[config.mk]
export PLATFORM = sky130hd
export DESIGN_NAME = rail_seq
export DESIGN_NICKNAME = d
export VERILOG_FILES = /design/src/rtl/rail_seq_pkg.sv /design/src/rtl/rail_seq_rst_sync.sv /design/src/rtl/rail_seq_rom.sv /design/src/rtl/rail_seq_timer.sv /design/src/rtl/rail_seq_bank.sv /design/src/rtl/rail_seq.sv
export SDC_FILE = /design/constraint.sdc
export NUM_CORES = 1
export LEC_CHECK = 0
export BUFFER_PORTS_ARGS = -buffer_cell sky130_fd_sc_hd__buf_2
export CORE_UTILIZATION = 59
export DETAILED_ROUTE_END_ITERATION = 8
export PLACE_DENSITY_LB_ADDON = 0.2
export SLEW_MARGIN = 20
export SYNTH_ARGS = -nofsm -noshare
export SYNTH_HDL_FRONTEND = slang
export SYNTH_HIERARCHICAL = 1
export SYNTH_SLANG_ARGS = --single-unit
[constraint.sdc]
create_clock -name clk_i -period 1.1 [get_ports clk_i]
set_input_delay 0.165 -clock clk_i [delete_from_list [all_inputs] [get_ports clk_i]]
set_output_delay 0.165 -clock clk_i [all_outputs]
set_load 0.03 [all_outputs]
[src/rtl/rail_seq_pkg.sv]
`timescale 1ns/1ps
package rail_seq_pkg;

  localparam int NUM_RAILS = 16;
  localparam int RAIL_IW   = $clog2(NUM_RAILS);
  localparam int DLY_W     = 4;
  localparam int NUM_SEQS  = 4;
  localparam int SEL_W     = $clog2(NUM_SEQS);
  localparam int MAX_STEPS = 10;
  localparam int STEP_IW   = $clog2(MAX_STEPS);

  // Rail bit positions on the enable bus
  localparam int RL_SB5V    = 0;
  localparam int RL_SB1V8   = 1;
  localparam int RL_PMCIO   = 2;
  localparam int RL_PMCCORE = 3;
  localparam int RL_SOC     = 4;
  localparam int RL_PMCAUX  = 5;
  localparam int RL_SUS1V8  = 6;
  localparam int RL_IO1V82  = 7;
  localparam int RL_SUS3V3  = 8;
  localparam int RL_IO3V3   = 9;
  localparam int RL_DDR     = 10;
  localparam int RL_MEM12   = 11;
  localparam int RL_MEMQ    = 12;
  localparam int RL_MEDIA   = 13;
  localparam int RL_GPU     = 14;
  localparam int RL_CPU     = 15;

  typedef enum logic [SEL_W-1:0] {
    SEQ_UP_STBY = 2'd0,
    SEQ_UP_SUSP = 2'd1,
    SEQ_DN_STBY = 2'd2,
    SEQ_DN_OFF  = 2'd3
  } seq_e;

  typedef enum logic [1:0] {
    ST_IDLE,
    ST_APPLY,
    ST_WAIT,
    ST_FINISH
  } st_e;

  typedef struct packed {
    logic [RAIL_IW-1:0] rail;
    logic               lvl;
    logic [DLY_W-1:0]   dly;
  } step_t;

  function automatic step_t mk_step(input int r, input logic l, input int d);
    step_t s;
    s.rail = RAIL_IW'(r);
    s.lvl  = l;
    s.dly  = DLY_W'(d);
    return s;
  endfunction

  function automatic logic [STEP_IW-1:0] seq_last(input seq_e s);
    case (s)
      SEQ_UP_STBY: return STEP_IW'(5);
      SEQ_UP_SUSP: return STEP_IW'(9);
      SEQ_DN_STBY: return STEP_IW'(9);
      default:     return STEP_IW'(5);
    endcase
  endfunction

  function automatic step_t seq_step(input seq_e s, input logic [STEP_IW-1:0] i);
    step_t e;
    e = mk_step(0, 1'b0, 0);
    case (s)
      SEQ_UP_STBY: begin
        case (int'(i))
          0: e = mk_step(RL_SB5V,    1'b1, 10);
          1: e = mk_step(RL_SB1V8,   1'b1, 0);
          2: e = mk_step(RL_PMCIO,   1'b1, 4);
          3: e = mk_step(RL_PMCCORE, 1'b1, 0);
          4: e = mk_step(RL_SOC,     1'b1, 4);
          5: e = mk_step(RL_PMCAUX,  1'b1, 0);
          default: ;
        endcase
      end
      SEQ_UP_SUSP: begin
        case (int'(i))
          0: e = mk_step(RL_SUS1V8, 1'b1, 0);
          1: e = mk_step(RL_IO1V82, 1'b1, 4);
          2: e = mk_step(RL_SUS3V3, 1'b1, 0);
          3: e = mk_step(RL_IO3V3,  1'b1, 4);
          4: e = mk_step(RL_DDR,    1'b1, 4);
          5: e = mk_step(RL_MEM12,  1'b1, 4);
          6: e = mk_step(RL_MEMQ,   1'b1, 4);
          7: e = mk_step(RL_MEDIA,  1'b1, 0);
          8: e = mk_step(RL_GPU,    1'b1, 0);
          9: e = mk_step(RL_CPU,    1'b1, 0);
          default: ;
        endcase
      end
      SEQ_DN_STBY: begin
        case (int'(i))
          0: e = mk_step(RL_CPU,    1'b0, 0);
          1: e = mk_step(RL_GPU,    1'b0, 0);
          2: e = mk_step(RL_MEDIA,  1'b0, 4);
          3: e = mk_step(RL_MEMQ,   1'b0, 4);
          4: e = mk_step(RL_MEM12,  1'b0, 4);
          5: e = mk_step(RL_DDR,    1'b0, 4);
          6: e = mk_step(RL_IO3V3,  1'b0, 0);
          7: e = mk_step(RL_SUS3V3, 1'b0, 4);
          8: e = mk_step(RL_IO1V82, 1'b0, 0);
          9: e = mk_step(RL_SUS1V8, 1'b0, 0);
          default: ;
        endcase
      end
      default: begin
        case (int'(i))
          0: e = mk_step(RL_PMCAUX,  1'b0, 4);
          1: e = mk_step(RL_SOC,     1'b0, 0);
          2: e = mk_step(RL_PMCCORE, 1'b0, 4);
          3: e = mk_step(RL_PMCIO,   1'b0, 4);
          4: e = mk_step(RL_SB1V8,   1'b0, 4);
          5: e = mk_step(RL_SB5V,    1'b0, 4);
          default: ;
        endcase
      end
    endcase
    return e;
  endfunction

endpackage

[src/rtl/rail_seq_rst_sync.sv]
`timescale 1ns/1ps
module rail_seq_rst_sync #(
  parameter int STAGES = 2
) (
  input  logic clk_i,
  input  logic arst_ni,
  output logic rst_no
);

  logic [STAGES-1:0] sh_q;

  always_ff @(posedge clk_i or negedge arst_ni) begin
    if (!arst_ni) sh_q <= '0;
    else          sh_q <= {sh_q[STAGES-2:0], 1'b1};
  end

  assign rst_no = sh_q[STAGES-1];

endmodule

[src/rtl/rail_seq_rom.sv]
`timescale 1ns/1ps
module rail_seq_rom
  import rail_seq_pkg::*;
(
  input  seq_e               sel_i,
  input  logic [STEP_IW-1:0] idx_i,
  output step_t              step_o,
  output logic               last_o
);

  always_comb begin
    step_o = seq_step(sel_i, idx_i);
    last_o = (idx_i == seq_last(sel_i));
  end

endmodule

[src/rtl/rail_seq_timer.sv]
`timescale 1ns/1ps
module rail_seq_timer #(
  parameter int W = 4
) (
  input  logic         clk_i,
  input  logic         rst_ni,
  input  logic         load_i,
  input  logic [W-1:0] load_val_i,
  input  logic         tick_i,
  output logic         expire_o
);

  logic [W-1:0] cnt_q, cnt_d;
  logic         cnt_en;

  always_comb begin
    cnt_en = 1'b0;
    cnt_d  = cnt_q;
    if (load_i) begin
      cnt_en = 1'b1;
      cnt_d  = load_val_i;
    end else if (tick_i && (cnt_q != '0)) begin
      cnt_en = 1'b1;
      cnt_d  = cnt_q - W'(1);
    end
  end

  always_ff @(posedge clk_i or negedge rst_ni) begin
    if (!rst_ni)     cnt_q <= '0;
    else if (cnt_en) cnt_q <= cnt_d;
  end

  assign expire_o = tick_i && !load_i && (cnt_q == W'(1));

endmodule

[src/rtl/rail_seq_bank.sv]
`timescale 1ns/1ps
module rail_seq_bank #(
  parameter int N  = 16,
  parameter int IW = 4
) (
  input  logic          clk_i,
  input  logic          rst_ni,
  input  logic          wr_en_i,
  input  logic [IW-1:0] wr_idx_i,
  input  logic          wr_lvl_i,
  output logic [N-1:0]  en_o
);

  for (genvar g = 0; g < N; g++) begin : g_bit
    logic hit;
    logic q;

    assign hit = wr_en_i && (wr_idx_i == IW'(g));

    always_ff @(posedge clk_i or negedge rst_ni) begin
      if (!rst_ni)  q <= 1'b0;
      else if (hit) q <= wr_lvl_i;
    end

    assign en_o[g] = q;
  end

endmodule

[src/rtl/rail_seq.sv]
`timescale 1ns/1ps
module rail_seq
  import rail_seq_pkg::*;
#(
  parameter int SYNC_STAGES = 2
) (
  input  logic                 clk_i,
  input  logic                 rst_ni,
  input  logic [SEL_W-1:0]     seq_sel_i,
  input  logic                 start_i,
  input  logic                 ms_tick_i,
  output logic [NUM_RAILS-1:0] rail_en_o,
  output logic                 busy_o,
  output logic                 done_o
);

  logic               rst_n;
  st_e                st_q, st_d;
  seq_e               sel_q, sel_d;
  logic               sel_en;
  logic [STEP_IW-1:0] idx_q, idx_d;
  logic               idx_en;
  step_t              cur;
  logic               last;
  logic               expire;
  logic               wr_en;
  logic               tmr_load;

  rail_seq_rst_sync #(.STAGES(SYNC_STAGES)) u_sync (
    .clk_i   (clk_i),
    .arst_ni (rst_ni),
    .rst_no  (rst_n)
  );

  rail_seq_rom u_rom (
    .sel_i  (sel_q),
    .idx_i  (idx_q),
    .step_o (cur),
    .last_o (last)
  );

  rail_seq_timer #(.W(DLY_W)) u_tmr (
    .clk_i      (clk_i),
    .rst_ni     (rst_n),
    .load_i     (tmr_load),
    .load_val_i (cur.dly),
    .tick_i     (ms_tick_i),
    .expire_o   (expire)
  );

  rail_seq_bank #(.N(NUM_RAILS), .IW(RAIL_IW)) u_bank (
    .clk_i    (clk_i),
    .rst_ni   (rst_n),
    .wr_en_i  (wr_en),
    .wr_idx_i (cur.rail),
    .wr_lvl_i (cur.lvl),
    .en_o     (rail_en_o)
  );

  // Next-state logic
  always_comb begin
    st_d     = st_q;
    sel_d    = sel_q;
    sel_en   = 1'b0;
    idx_d    = idx_q;
    idx_en   = 1'b0;
    wr_en    = 1'b0;
    tmr_load = 1'b0;
    case (st_q)
      ST_IDLE: begin
        if (start_i) begin
          sel_d  = seq_e'(seq_sel_i);
          sel_en = 1'b1;
          idx_d  = '0;
          idx_en = 1'b1;
          st_d   = ST_APPLY;
        end
      end
      ST_APPLY: begin
        wr_en = 1'b1;
        if (cur.dly == '0) begin
          if (last) begin
            st_d = ST_FINISH;
          end else begin
            idx_d  = idx_q + STEP_IW'(1);
            idx_en = 1'b1;
          end
        end else begin
          tmr_load = 1'b1;
          st_d     = ST_WAIT;
        end
      end
      ST_WAIT: begin
        if (expire) begin
          if (last) begin
            st_d = ST_FINISH;
          end else begin
            idx_d  = idx_q + STEP_IW'(1);
            idx_en = 1'b1;
            st_d   = ST_APPLY;
          end
        end
      end
      default: st_d = ST_IDLE;
    endcase
  end

  // State registers
  always_ff @(posedge clk_i or negedge rst_n) begin
    if (!rst_n) begin
      st_q  <= ST_IDLE;
      sel_q <= SEQ_UP_STBY;
      idx_q <= '0;
    end else begin
      st_q <= st_d;
      if (sel_en) sel_q <= sel_d;
      if (idx_en) idx_q <= idx_d;
    end
  end

  assign busy_o = (st_q != ST_IDLE);
  assign done_o = (st_q == ST_FINISH);

endmodule

==> flow_metrics.tcl, run 1 <==
set metrics [dict create \
    yosysTopAreaCell "dfrtp_1" \
    io_buffers 23 \
    cts_buffers 5 \
    netlist.area_leader.share_pct 34.9 \
    worstEndpointGrtRepair "idx_q[0]$_DFFE_PN0P_/D" \
    dp_slack_ns -1.91 \
    htree_levels 2 \
    grt_max_degree 29 \
    place.gp.congestion 0.856 \
    initial_core_util_pct 63.0 \
    grt.total_usage_pct 74.9 \
    clock_tree.root_cell "clkbuf_4" \
    ys_ff_latch 30 \
    synth_area_leaders "dfrtp_1 (35%), buf_4 (7.7%), mux2_2 (7.3%)" \
    grt.overflow.total 59 \
    ys_seq_area_share_pct 34.9 \
    run_status "did not finish" \
    placedCellCount 321 \
    clock-sinks 30 \
    synth_cells 224 \
    synth_warnings 6 \
    synthFlopType "dfrtp_1" \
    synth_async_sr_flop_share_pct 100 \
    tool.error "[ERROR GRT-0232] Routing congestion too high. Check the congestion heatmap in the GUI." \
    syn_nets 241 \
    synth_edf_count 0 \
    yosysUniqueCellTypes 57 \
    io_pins 24 \
    fp.dieH_um 62.4 \
    stop_stage "global routing (5_1_grt)" \
    dp_hpwl_um 3710 \
    syn_avg_cell_area_sq_um 9.61 \
    fp.dieW_um 62.4 \
    dpl_cell_area_sq_um 2610 \
    clockBufferDepth 2 \
    rows 21 \
    endpoint_type "sequential cell input" \
    netlist_area_sq_um 2150 \
]
-- kinds of logic after synthesis --
logic type                 after synthesis  share of synthesized area (%)
and+or+nand+nor                         72                           19.1
buffers and inverters                   45                           12.5
AOI/OAI and AO/OA                       41                           14.8
DFF                                     30                           34.9
muxes                                   23                           12.0
adders and majority gates               11                           6.39
other                                    2                          0.349
-- cell usage after synthesis, types with 5 or more instances --
library cell and count:
o21ai_0 7, mux2_1 5, nor3_1 6, nor2_1 19
nand2_1 12, ha_1 11, dfrtp_1 30, a21oi_1 7
inv_1 17, nand3b_1 5, buf_4 22, mux2_2 14
-- layer usage --
metal / GRT overflow / global-route usage (%)
met1: 1 / 76.1
met5: 0 / 8.33
met3: 1 / 48.9
met2: 20 / 93.1
met4: 37 / 88.1
-- timing repair --
item / CTS
hold endpoints to repair: 2
setup buffers: 12
pin swaps: 17
endpoints found under the setup margin: 31
resized for setup: 44
hold buffers: 1
-- stage by stage --
stage / hold WS (ns) / TNS [ns]
after floorplan: -0.131 / -31.12
after global placement: -0.0520 / -32.72
after detailed placement: -0.0491 / -34.63
after CTS: 0.0498 / -35.40
==> run 2: changes to the inputs <==
--- a/config.mk
+++ b/config.mk
@@ -6,9 +6,9 @@
 export NUM_CORES = 1
 export LEC_CHECK = 0
 export BUFFER_PORTS_ARGS = -buffer_cell sky130_fd_sc_hd__buf_2
-export CORE_UTILIZATION = 59
+export CORE_UTILIZATION = 40
 export DETAILED_ROUTE_END_ITERATION = 8
-export PLACE_DENSITY_LB_ADDON = 0.2
+export PLACE_DENSITY_LB_ADDON = 0.15
 export SLEW_MARGIN = 20
 export SYNTH_ARGS = -nofsm -noshare
 export SYNTH_HDL_FRONTEND = slang
==> run 2 against run 1 <==
Net effect: the flow now finishes, with violations (setup timing); area after synthesis stayed put; synthesized cell count unchanged.
==> flow_metrics.tcl, run 2 <==
set metrics [dict create \
    netSwitchingFraction_pct 40.5 \
    clk_pin_slew_ns 0.07 \
    synthMostInstantiatedCell "dfrtp_1" \
    drc 0 \
    leakage_nw 1.55 \
    grt_antenna_before_repair 0 \
    synth_top_family_by_area "simple AND/OR/NAND/NOR gates" \
    vdd_drop_max_v 0.00166 \
    wl_per_cell_um 13.7 \
    synth_compound_area_share_pct 14.8 \
    clock_latency_ns 0.28 \
    place.gp.congestion 0.897 \
    n_antenna_cell 0 \
    fmax_mhz 345 \
    drtIter0Drc 83 \
    clock_tree.root_cell "clkbuf_8" \
    violations "setup timing" \
    startpoint_type "flip-flop" \
    path_common_cell "and2_4" \
    synth_area_leaders "dfrtp_1 (35%), buf_4 (7.7%), mux2_2 (7.3%)" \
    dp_hpwl_um 3500 \
    area_growth_pct 49.0 \
    grt_pass1_vias 1814 \
    largest_reg_flops 16 \
    finalHoldWorstSlack_ns 0.119 \
    cp.arrival_ns 3.06 \
    grt_max_degree 17 \
    fin_crit_sh_pct 263 \
    run_status "finished, violations left" \
    internal-power_w 0.00622 \
    comb_power_share_pct 69.7 \
    critPathCaptureType "flip-flop" \
    tightest_slew_ns 0.506 \
    worstPathMaxFanout 4 \
    viasPerCell 4.96 \
    final_cell_mix "buf_4 (57), dfrtp_1 (28), buf_2 (21)" \
    synth_common_cells "dfrtp_1 (30), buf_4 (22), nor2_1 (19)" \
    drtPass1Iterations 4 \
    netlist_area_sq_um 2150 \
    die-area_sq_um 5680 \
    synth_cells 224 \
    pwr_density_cell_nw_per_um2 3260 \
    yosysTopAreaCell "dfrtp_1" \
    ant_nets 0 \
    finalHoldViolations 0 \
    crit_required_ns 1.26 \
    netlist.area_leader.share_pct 34.9 \
    grt_setup_unrepaired "yes" \
    hold_path_class "reg -> async" \
    fp.dieH_um 75.4 \
    switchingPower_w 0.00424 \
    grt_pass1_wl_um 8250 \
    fp.dieW_um 75.4 \
    fin_crit_ns 2.90 \
    clockBufferDepth 2 \
    syn_avg_cell_area_sq_um 9.61 \
    path_cells "inv_2 -> ha_4 -> nor2b_2 -> nor3b_4 -> or4_4 -> and2_4 -> nor4_4 -> and2b_2 -> a2111oi_4 -> and2_4 -> mux2_4" \
    synthMuxAreaShare_pct 12.0 \
    io_pins 24 \
    cp_slowest_cell "or4_4" \
    setup_violations 30 \
    max_stage_delay_ns 0.53 \
    drive_above_1_share_pct 60.9 \
    ys_seq_area_share_pct 34.9 \
    crit_type "reg -> reg" \
    wl_um 5040 \
    grt.total_usage_pct 19.3 \
    synth_edf_count 0 \
    htree_levels 2 \
    skew_ns 0.00572 \
    synth_warnings 6 \
    power_w 0.0105 \
    setup_ws_ns -1.80 \
    cts_buffers 5 \
    placedCellCount 345 \
    rows 26 \
    synthFlopType "dfrtp_1" \
    top_register "u_bank/g_bit.q" \
    vias 1831 \
    synth-xor-area-share_pct 0 \
    drv_cap 0 \
    relSlewSlack_pct 65.8 \
    drv_slew 0 \
    final_common_cell "buf_4" \
    final_util_pct 62.4 \
    layout.nets 315 \
    syn_nets 241 \
    ys_ff_latch 30 \
    clock-sinks 30 \
    initial_core_util_pct 41.9 \
    synth_simple_gate_area_share_pct 19.1 \
    synth_async_sr_flop_share_pct 100 \
    biggestRegsByFlops "u_bank/g_bit.q: 16 flops, idx_q: 4 flops, u_tmr/cnt_q: 4 flops" \
    io_buffers 23 \
    core_area_sq_um 5140 \
    seqPwrFrac_pct 17.0 \
    yosysUniqueCellTypes 57 \
    rr_worst_depth 11 \
    synthAdderAreaFrac_pct 6.39 \
    grt.overflow.total 0 \
    final_cells 369 \
    clkPwrFrac_pct 13.4 \
    tritoncts "done" \
]
-- run 2: cell counts after synthesis --
No cell type changed its count.
-- run 2: worst paths after layout --
check | startpoint | end | slack [ns]
max reg2reg | sel_q[1] | idx_q[0] | -1.80
min reg2reg | u_sync/sh_q[1] | u_bank/g_bit[10].q | 0.12
max | sel_q[1] | idx_q[0] | -1.80
min | u_sync/sh_q[1] | u_bank/g_bit[10].q | 0.12
max in group asynchronous | u_sync/sh_q[1] | idx_q[2] | 0.49
min in group clk_i | seq_sel_i[0] | sel_q[0] | 0.15
-- run 2: area by class of cell --
cell class | count | area, sq um
Clock buffer | 6 | 82.6
Clock inverter | 2 | 60.1
Fill cell | 438 | 1930
Inverter | 18 | 72.6
Multi-Input combinational cell | 149 | 1440
Sequential cell | 30 | 753
Tap cell | 70 | 87.6
Timing Repair Buffer | 94 | 712
-- run 2: worst max-delay path, delay by kind of cell, from the launching register on --
kind | cells | cell delay (ns)
mux | 1 | 0.29
simple gates | 7 | 1.63
flops | 1 | 0.40
compound gates | 1 | 0.21
fa+ha+maj | 1 | 0.17
buf+inv | 1 | 0.09
-- run 2: kinds of logic (layout without fill, tap and decap cells) --
group                    count (synthesis)  count (layout)
multiplexers                            23              23
other                                    2               2
flip-flops                              30              30
AND/OR/NAND/NOR                         72              72
adder cells (fa/ha/maj)                 11              11
AO/OA/AOI/OAI                           41              41
buffers and inverters                   45             120
-- run 2: routing by layer --
layer / global-route usage (%) / up-vias / wire, um
li1: - / 918 / -
met1: 25.8 / 884 / 2360
met3: 4.23 / 6 / 122
met4: 6.58 / 0 / 59
met5: 0 / - / 0
met2: 31.3 / 23 / 2490
-- run 2: power groups by stage --
| stage | clock [W] | sequential [W] | combinational (W) |
|---|---|---|---|
| 2_1_floorplan | 0 | 0.00179 | 0.00399 |
| 3_3_place_gp | 0 | 0.00175 | 0.00568 |
| 3_5_place_dp | 0 | 0.00176 | 0.00570 |
| 4_1_cts | 0.00143 | 0.00176 | 0.00713 |
| 5_1_grt | 0.00146 | 0.00183 | 0.00786 |
| 6_report | 0.00140 | 0.00177 | 0.00729 |
-- run 2: what timing repair did --
| action | in CTS | in global routing |
|---|---|---|
| pin swaps | 21 | 7 |
| setup buffers | 15 | 2 |
| hold buffers | 1 | 0 |
| cloned | 1 | 0 |
| setup endpoints to repair | 30 | 30 |
| hold endpoints to repair | 2 | 0 |
| gates resized for setup | 67 | 9 |
-- run 2: metrics by stage --
stage | instance area [sq um] | TNS, ns | setup slack (ns)
after floorplan | 2230 | -31.12 | -2.06
after global placement | 2640 | -33.53 | -1.80
after detailed placement | 2640 | -34.48 | -1.88
after CTS | 3190 | -34.95 | -1.74
after global routing | 3210 | -38.52 | -1.93
final | 3210 | -35.67 | -1.80
Power figures use the tool's default switching activity.
